`config.mk`:
```
export PLATFORM = sky130hd
export DESIGN_NAME = edge_capture_unit
export DESIGN_NICKNAME = d
export VERILOG_FILES = /design/src/rtl/ecap_pkg.sv /design/src/rtl/ecap_rst_sync.sv /design/src/rtl/ecap_sync.sv /design/src/rtl/ecap_edge_qual.sv /design/src/rtl/ecap_slot_bank.sv /design/src/rtl/edge_capture_unit.sv
export SDC_FILE = /design/constraint.sdc
export NUM_CORES = 1
export LEC_CHECK = 0
export ABC_AREA = 1
export BUFFER_PORTS_ARGS = -buffer_cell sky130_fd_sc_hd__buf_2
export CAP_MARGIN = 20
export CORE_ASPECT_RATIO = 0.75
export CORE_MARGIN = 5
export CORE_UTILIZATION = 35
export DETAILED_ROUTE_END_ITERATION = 7
export PLACE_DENSITY_LB_ADDON = 0.12
export SLEW_MARGIN = 20
export SYNTH_ARGS = -nofsm -noshare
export SYNTH_HDL_FRONTEND = slang
export SYNTH_SLANG_ARGS = --single-unit
```
`constraint.sdc`:
```
create_clock -name clk -period 2.48 [get_ports clk]
set_input_delay 0.248 -clock clk [delete_from_list [all_inputs] [get_ports clk]]
set_output_delay 0.248 -clock clk [all_outputs]
set_load 0.01 [all_outputs]
```
`src/rtl/ecap_pkg.sv`:
```
package ecap_pkg;

  typedef enum logic [1:0] {
    CAP_OFF  = 2'd0,
    CAP_RISE = 2'd1,
    CAP_FALL = 2'd2,
    CAP_ANY  = 2'd3
  } cap_mode_e;

  localparam int unsigned SLOTS = 2;
  localparam int unsigned IDX_W = $clog2(SLOTS + 1);

endpackage

```
`src/rtl/ecap_rst_sync.sv`:
```
module ecap_rst_sync #(
  parameter int unsigned STAGES = 2
) (
  input  logic clk,
  input  logic rst_n,
  output logic rst_n_sync
);

  logic [STAGES-1:0] chain_q;
  logic [STAGES-1:0] chain_d;

  always_comb begin
    chain_d = {chain_q[STAGES-2:0], 1'b1};
  end

  always_ff @(posedge clk or negedge rst_n) begin
    if (!rst_n) chain_q <= '0;
    else        chain_q <= chain_d;
  end

  assign rst_n_sync = chain_q[STAGES-1];

endmodule

```
`src/rtl/ecap_sync.sv`:
```
module ecap_sync #(
  parameter int unsigned STAGES = 2
) (
  input  logic clk,
  input  logic rst_n,
  input  logic async_in,
  output logic sync_out
);

  logic [STAGES-1:0] stage_q;
  logic [STAGES-1:0] stage_d;

  always_comb begin
    stage_d = {stage_q[STAGES-2:0], async_in};
  end

  always_ff @(posedge clk or negedge rst_n) begin
    if (!rst_n) stage_q <= '0;
    else        stage_q <= stage_d;
  end

  assign sync_out = stage_q[STAGES-1];

endmodule

```
`src/rtl/ecap_edge_qual.sv`:
```
module ecap_edge_qual
  import ecap_pkg::*;
(
  input  logic      clk,
  input  logic      rst_n,
  input  logic      level,
  input  cap_mode_e mode,
  output logic      hit,
  output logic      arm
);

  logic      level_prev_q;
  logic      rise;
  logic      fall;
  cap_mode_e mode_prev_q;

  always_comb begin
    rise = level & ~level_prev_q;
    fall = ~level & level_prev_q;
    unique case (mode)
      CAP_RISE: hit = rise;
      CAP_FALL: hit = fall;
      CAP_ANY:  hit = rise | fall;
      default:  hit = 1'b0;
    endcase
    arm = (mode_prev_q == CAP_OFF) && (mode != CAP_OFF);
  end

  always_ff @(posedge clk or negedge rst_n) begin
    if (!rst_n) begin
      level_prev_q <= 1'b0;
      mode_prev_q  <= CAP_OFF;
    end else begin
      level_prev_q <= level;
      mode_prev_q  <= mode;
    end
  end

endmodule

```
`src/rtl/ecap_slot_bank.sv`:
```
module ecap_slot_bank
  import ecap_pkg::*;
#(
  parameter int unsigned CNT_W = 32
) (
  input  logic                      clk,
  input  logic                      rst_n,
  input  logic                      take_req,
  input  logic                      rearm,
  input  logic                      second_sel,
  input  logic [CNT_W-1:0]          count_val,
  output logic [SLOTS-1:0][CNT_W-1:0] slot_val,
  output logic [IDX_W-1:0]          slot_idx,
  output logic                      event_out
);

  logic [IDX_W-1:0] idx_q, idx_d;
  logic             take;
  logic             event_q, event_d;

  always_comb begin
    idx_d = idx_q;
    take  = 1'b0;
    if (rearm) begin
      idx_d = '0;
    end else if (take_req && (idx_q < IDX_W'(SLOTS))) begin
      take  = 1'b1;
      idx_d = idx_q + 1'b1;
    end
    event_d = take && (idx_q == IDX_W'(second_sel));
  end

  always_ff @(posedge clk or negedge rst_n) begin
    if (!rst_n) begin
      idx_q   <= '0;
      event_q <= 1'b0;
    end else begin
      idx_q   <= idx_d;
      event_q <= event_d;
    end
  end

  for (genvar g = 0; g < SLOTS; g++) begin : g_slot
    logic             wr_en;
    logic [CNT_W-1:0] val_q, val_d;

    always_comb begin
      wr_en = take && (idx_q == IDX_W'(g));
      val_d = wr_en ? count_val : val_q;
    end

    always_ff @(posedge clk or negedge rst_n) begin
      if (!rst_n) val_q <= '0;
      else        val_q <= val_d;
    end

    assign slot_val[g] = val_q;
  end

  assign slot_idx  = idx_q;
  assign event_out = event_q;

endmodule

```
`src/rtl/edge_capture_unit.sv`:
```
module edge_capture_unit
  import ecap_pkg::*;
#(
  parameter int unsigned CNT_W       = 32,
  parameter int unsigned SYNC_STAGES = 2
) (
  input  logic             clk,
  input  logic             rst_n,
  input  logic             pin_in,
  input  logic [CNT_W-1:0] count_val,
  input  logic [1:0]       cap_mode,
  input  logic             pin_is_input,
  input  logic             second_sel,
  input  logic             cap_clr,
  output logic [CNT_W-1:0] cap1_val,
  output logic [CNT_W-1:0] cap2_val,
  output logic             cap_event
);

  logic                        rst_n_int;
  logic                        pin_sync;
  logic                        edge_hit;
  logic                        arm_pulse;
  logic                        take_req;
  logic                        rearm;
  logic [IDX_W-1:0]            slot_cnt;
  logic [SLOTS-1:0][CNT_W-1:0] slot_val;

  ecap_rst_sync #(.STAGES(2)) u_rst (
    .clk        (clk),
    .rst_n      (rst_n),
    .rst_n_sync (rst_n_int)
  );

  ecap_sync #(.STAGES(SYNC_STAGES)) u_pin_sync (
    .clk      (clk),
    .rst_n    (rst_n_int),
    .async_in (pin_in),
    .sync_out (pin_sync)
  );

  ecap_edge_qual u_qual (
    .clk   (clk),
    .rst_n (rst_n_int),
    .level (pin_sync),
    .mode  (cap_mode_e'(cap_mode)),
    .hit   (edge_hit),
    .arm   (arm_pulse)
  );

  always_comb begin
    take_req = edge_hit & pin_is_input;
    rearm    = cap_clr | arm_pulse;
  end

  ecap_slot_bank #(.CNT_W(CNT_W)) u_bank (
    .clk        (clk),
    .rst_n      (rst_n_int),
    .take_req   (take_req),
    .rearm      (rearm),
    .second_sel (second_sel),
    .count_val  (count_val),
    .slot_val   (slot_val),
    .slot_idx   (slot_cnt),
    .event_out  (cap_event)
  );

  assign cap1_val = slot_val[0];
  assign cap2_val = slot_val[1];

endmodule

```
After elaboration in Yosys (flattened, before gate mapping)

Cells that the tools add are included.

Bits in read-only memories: 0
RAM bits: 0
Word-level logic and storage cells: 36
Register bits: 74
Latch bits: 0
Memories: 0
Input bits: 40

Div/mod/pow operators: 0
Multipliers: 0
Equal/unequal tests: 5
Add/sub/neg operators: 1
Reduce and logical (&&, ||, !) cells: 9
Order comparisons: 1
Bitwise operators: 7
Shift operators: 0
Multiplexer cells: 5

Operator list:

| cell                  | count |
|---|---|
| $logic_and A1 B1 Y1   | 5 |
| $eq A2 B1 Y1 const B  | 2 |
| $eq A2 B2 Y1 const B  | 2 |
| $logic_not A2 Y1      | 2 |
| $mux W2               | 2 |
| $reduce_bool A2 Y1    | 2 |
| $and A1 B1 Y1         | 3 |
| $pmux W1 S3           | 1 |
| $add A2 B1 Y2 const B | 1 |
| $eq A2 B1 Y1          | 1 |
| $lt A2 B2 Y1 const B  | 1 |
| $mux W1               | 2 |
| $not A1 Y1            | 2 |
| $or A1 B1 Y1          | 2 |

Depth between registers and ports, before layout

Word-level depth: 9
Depth in mapped cells: 10

By module

A second synthesis with hierarchy kept.

Cell total of the unflattened synthesis: 331
Area total of the unflattened synthesis: 3067.9 um^2

By module, submodules not included:

| module            | area an instance (um^2) | times used | cells an instance | seq. area each (um^2) |
|---|---|---|---|---|
| ecap_slot_bank    | 2792.7                  | 1          | 305               | 1676.6 |
| ecap_edge_qual    | 152.6                   | 1          | 16                | 75.1 |
| ecap_rst_sync     | 53.8                    | 1          | 3                 | 50.0 |
| ecap_sync         | 50.0                    | 1          | 2                 | 50.0 |
| edge_capture_unit | 18.8                    | 1          | 5                 | 0.0 |

Least setup slack after synthesis

OpenSTA, ideal clock, no wires.

Kind: flip-flop to flip-flop
From: register u_pin_sync.stage_q[1]
To: register u_bank.g_slot[0].val_q[21]
Stages on the path, launching flop included: 10
Arrival time: 1338 ps
Required time: 2363 ps
Path slack: 1025 ps
Path through: dfrtp_1 inv_1 ha_1 nor2_1 nor2_1 nor2_4 nand3_2 buf_2 nand2_1 nand2_1

Cells in the longest elaborated chain, start to end: 9
Elaborated cells on any way between the ends: 10
Classes of those cells: mux: 3; bitwise: 5; reduce/logical: 2

RTL lines:

| element                 | RTL line                | source |
|---|---|---|
| start, declared         | ecap_sync.sv:10         | `logic [STAGES-1:0] stage_q;` |
| start signal, assigned  | ecap_sync.sv:19         | `else stage_q <= stage_d;` |
| $not A1 Y1              | ecap_edge_qual.sv:19    | `fall = ~level & level_prev_q;` |
| $and A1 B1 Y1           | ecap_edge_qual.sv:19    |  |
| $or A1 B1 Y1            | ecap_edge_qual.sv:23    | `CAP_ANY: hit = rise \| fall;` |
| $pmux W1 S3 (*)         | ecap_edge_qual.sv:20    | `unique case (mode)` |
| $and A1 B1 Y1 (*)       | edge_capture_unit.sv:52 | `take_req = edge_hit & pin_is_input;` |
| $logic_and A1 B1 Y1 (*) | ecap_slot_bank.sv:26    | `end else if (take_req && (idx_q < IDX_W'(SLOTS))) begin` |
| $mux W1 (*)             | ecap_slot_bank.sv:26    |  |
| $mux W1 (*)             | ecap_slot_bank.sv:24    | `if (rearm) begin` |
| $logic_and A1 B1 Y1 (*) | ecap_slot_bank.sv:48    | `wr_en = take && (idx_q == IDX_W'(g));` |
| end signal, assigned    | ecap_slot_bank.sv:54    | `else val_q <= val_d;` |
| end, declared           | ecap_slot_bank.sv:45    | `logic [CNT_W-1:0] val_q, val_d;` |

Mark *: on every way between the ends. The rest lies on a longest branch, timed or not.
A chain may end at the register's enable or synchronous reset.

Worst setup path after layout

From: register u_pin_sync.stage_q[1]
To: register u_bank.g_slot[0].val_q[9]

The elaborated chain is that of the path after synthesis.

==> results.py <==
metrics = {
    "cells_and_area": {
        "final_util": 0.4689,
        "area_growth_pct": 29.34,
        "fin_nets": 470,
        "drive_gt1_frac": 0.3202,
        "n_antenna_cell": 0,
    },
    "die": {
        "die_w_um": 118.7,
        "io_pins": 105,
        "row_count": 29,
        "start_util": 0.3625,
        "core_area_um2": 8563,
        "die_area_um2": 10870,
        "die_h_um": 91.56,
    },
    "timing": {
        "slew_violations": 0,
        "worst_pin_slew_ns": 0.9427,
        "rsz0062_at_grt": "no",
        "finalCritPeriodShare": 0.7483,
        "slew_headroom": 0.3716,
        "skew_ns": 0.007852,
        "hold_viol": 0,
        "fmax_mhz": 538.8,
        "finalWorstSetupSlack_ns": 0.6242,
        "setup_viol": 0,
        "period_minus_slack_ns": 1.856,
        "tns_ns": 0,
    },
    "global_routing": {
        "grtUsageTotal": 0.1630,
        "antenna_found_initial": 1,
        "grt_pass1_wl_mm": 14.19,
        "first_global_vias": 2738,
        "gr-total-overflow": 0,
        "grt_max_degree": 73,
    },
    "logic_synthesis": {
        "ys_top_cells_by_area": "dfrtp_1 (60%), nand2_1 (16%), nand4_1 (13%)",
        "synth_top_flop_cell": "dfrtp_1",
        "syn_inst": 330,
        "synth-async-reset-ratio": 1.000,
        "avgSynthCellArea_um2": 9.407,
        "yosys.cell_count.top_type": "nand2_1",
        "ys_ff_latch": 74,
        "yosysSeqAreaShare": 0.5965,
        "netlist_top_cells_count": "nand2_1 (134), dfrtp_1 (74), nand4_1 (64), buf_2 (12), clkbuf_1 (11)",
        "yosys.area.top_type": "dfrtp_1",
        "synth_edf_count": 0,
        "synthesis.nets": 374,
        "synth_top_area_frac": 0.5965,
        "synth.cell_area_um2": 3104,
        "synth.distinct_cells": 19,
        "yosys_warnings": 0,
    },
    "drt": {
        "drc": 0,
        "first_pass_iters": 4,
        "wl_mm": 8.593,
        "vias_per_cell": 4.967,
        "num_vias": 2677,
        "ant_nets": 0,
        "drt-initial-drc-count": 248,
        "routedWlPerCell_um": 15.94,
    },
    "worst_hold_path": {
        "hold_depth": 1,
        "worstHoldStart": "pin_in",
        "whs_endpoint": "u_pin_sync.stage_q[0]",
        "min_path_type": "primary input to flip-flop",
    },
    "placed_design": {
        "hpwlAfterDp_mm": 5.650,
        "port_buffers": 104,
        "place_congestion": 0.7733,
        "place_ws_ns": 0.5941,
    },
    "clocking": {
        "clk_path_buf_depth": 2,
        "cts_sinks": 74,
        "cts_tree": "built",
        "cts_buffers": 9,
        "post_cts_buffers": 0,
        "h-tree-depth": 3,
        "clk_pin_slew_ns": 0.06,
        "cts_root_buffer": "clkbuf_16",
        "clk_latency_ns": 0.33,
    },
    "setup_path": {
        "startpoint": "u_pin_sync.stage_q[1]",
        "cp-end-kind": "flip-flop",
        "critPathMaxFanout": 18,
        "r2r_slack_ns": 0.62,
        "r2r_start": "u_pin_sync.stage_q[1]",
        "required_ns": 2.70,
        "reg2reg_depth": 9,
        "cp_slowest_cell": "dfrtp_1",
        "cpPeakStageDelay_ns": 0.37,
        "critPathLaunchType": "flip-flop",
        "regToRegEndpoint": "u_bank.g_slot[0].val_q[9]",
        "cp.arrival_ns": 2.08,
        "path_class": "flip-flop to flip-flop",
        "path_cells": "inv_1 > ha_1 > nor2_1 > nor2_1 > nor2_4 > nand3_2 > buf_12 > nand2_1 > nand2_1",
    },
    "power_and_ir_drop": {
        "p_leak_nw": 2.281,
        "p_total_mw": 3.698,
        "ir_worst_vdd_v": 0.0003658,
        "power_density_nw_per_um2": 921.0,
    },
    "run_status": {
        "status": "finished, final reports clean",
    },
    "run": {
        "cap_violations": 0,
    },
}
stage by stage:
step | hold WS (ns) | cell area [um2] | cells
finish | 0.03139 | 4015 | 539
global route | 0.02196 | 4015 | 539
CTS | 0.02138 | 4015 | 539
detailed placement | 0.03406 | 3686 | 522
global placement | 0.03294 | 3686 | 522
floorplan | -0.04759 | 3104 | 330
worst max path at each step:
stage,to,slack [ns],depth (start not counted)
2_1_floorplan,u_bank.event_out,0.27,0
3_5_place_dp,u_bank.g_slot[0].val_q[9],0.59,9
6_report,u_bank.g_slot[0].val_q[9],0.62,9
3_3_place_gp,u_bank.g_slot[0].val_q[2],0.65,9
4_1_cts,u_bank.g_slot[0].val_q[2],0.59,9
5_1_grt,u_bank.g_slot[0].val_q[7],0.44,9
flip-flops by register name, summed over array words and instances (netlist names):
name and cells:
u_pin_sync.stage_q 2, u_bank.g_slot.val_q 64, u_rst.chain_q 2, u_bank.event_out 1, u_qual.mode_prev_q 2, u_qual.level_prev_q 1, u_bank.slot_idx 2
where the power goes:
| group | leakage [nW] | internal, mW | switching (mW) |
|---|---|---|---|
| Clock | 0.162 | 0.900 | 0.478 |
| Combinational | 1.16 | 0.287 | 0.429 |
| Sequential | 0.957 | 1.45 | 0.158 |
worst max-delay path, delay by kind of cell, from the launching register on:
kind,cells,cell delay [ns]
AND/OR/NAND/NOR,6,0.76
adder cells (fa/ha/maj),1,0.28
flip-flops,1,0.37
buffers and inverters,2,0.35
layer usage:
metal / vias up / share of wire / global-route usage
met5: - / 0.0013 / 0
met4: 2 / 0.010 / 0.04629
met3: 11 / 0.073 / 0.06522
met2: 94 / 0.41 / 0.2265
met1: 1270 / 0.51 / 0.2338
li1: 1300 / - / -
logic make-up (layout without fill, tap and decap cells):
family	Yosys count	after routing	synth area share
other cells	1	1	0.001208
compound gates	1	1	0.005241
flops	74	74	0.5965
xor+xnor	1	1	0.002822
fa+ha+maj	4	4	0.01612
simple gates	212	212	0.3188
buf+inv	37	138	0.05925
cell usage in the layout, fill, tap and decap left out:
cell | netlist | layout
xor2_1 | 1 | 1
dlygate4sd3_1 | 0 | 1
inv_2 | 3 | 3
dfrtp_4 | 0 | 1
clkinv_1 | 1 | 1
nand3_1 | 4 | 4
ha_1 | 4 | 4
buf_2 | 12 | 104
nand3_2 | 3 | 3
nor2_4 | 1 | 1
nor2_1 | 5 | 5
inv_1 | 5 | 5
dfrtp_1 | 74 | 73
nand4_1 | 64 | 64
buf_4 | 2 | 7
buf_12 | 0 | 1
a21oi_4 | 1 | 1
clkinv_2 | 0 | 4
conb_1 | 1 | 1
nand2_2 | 1 | 1
bufinv_16 | 0 | 2
clkbuf_16 | 0 | 9
clkbuf_8 | 0 | 1
nand2_1 | 134 | 134
repair_timing:
item | in CTS | in global routing
hold buffers | 1 | 0
hold endpoints to repair | 2 | 0
resized for setup | 0 | 0
layout make-up:
type / instances / area (um2)
clock buffer: 10 / 239.0
clock inverter: 6 / 80.08
fill: 848 / 4548
inverter: 9 / 33.78
multi-input combinational: 219 / 1069
sequential: 74 / 1856
tap: 108 / 135.1
timing repair buffer: 113 / 603.1
No activity file was read; power rests on OpenSTA's default activity.
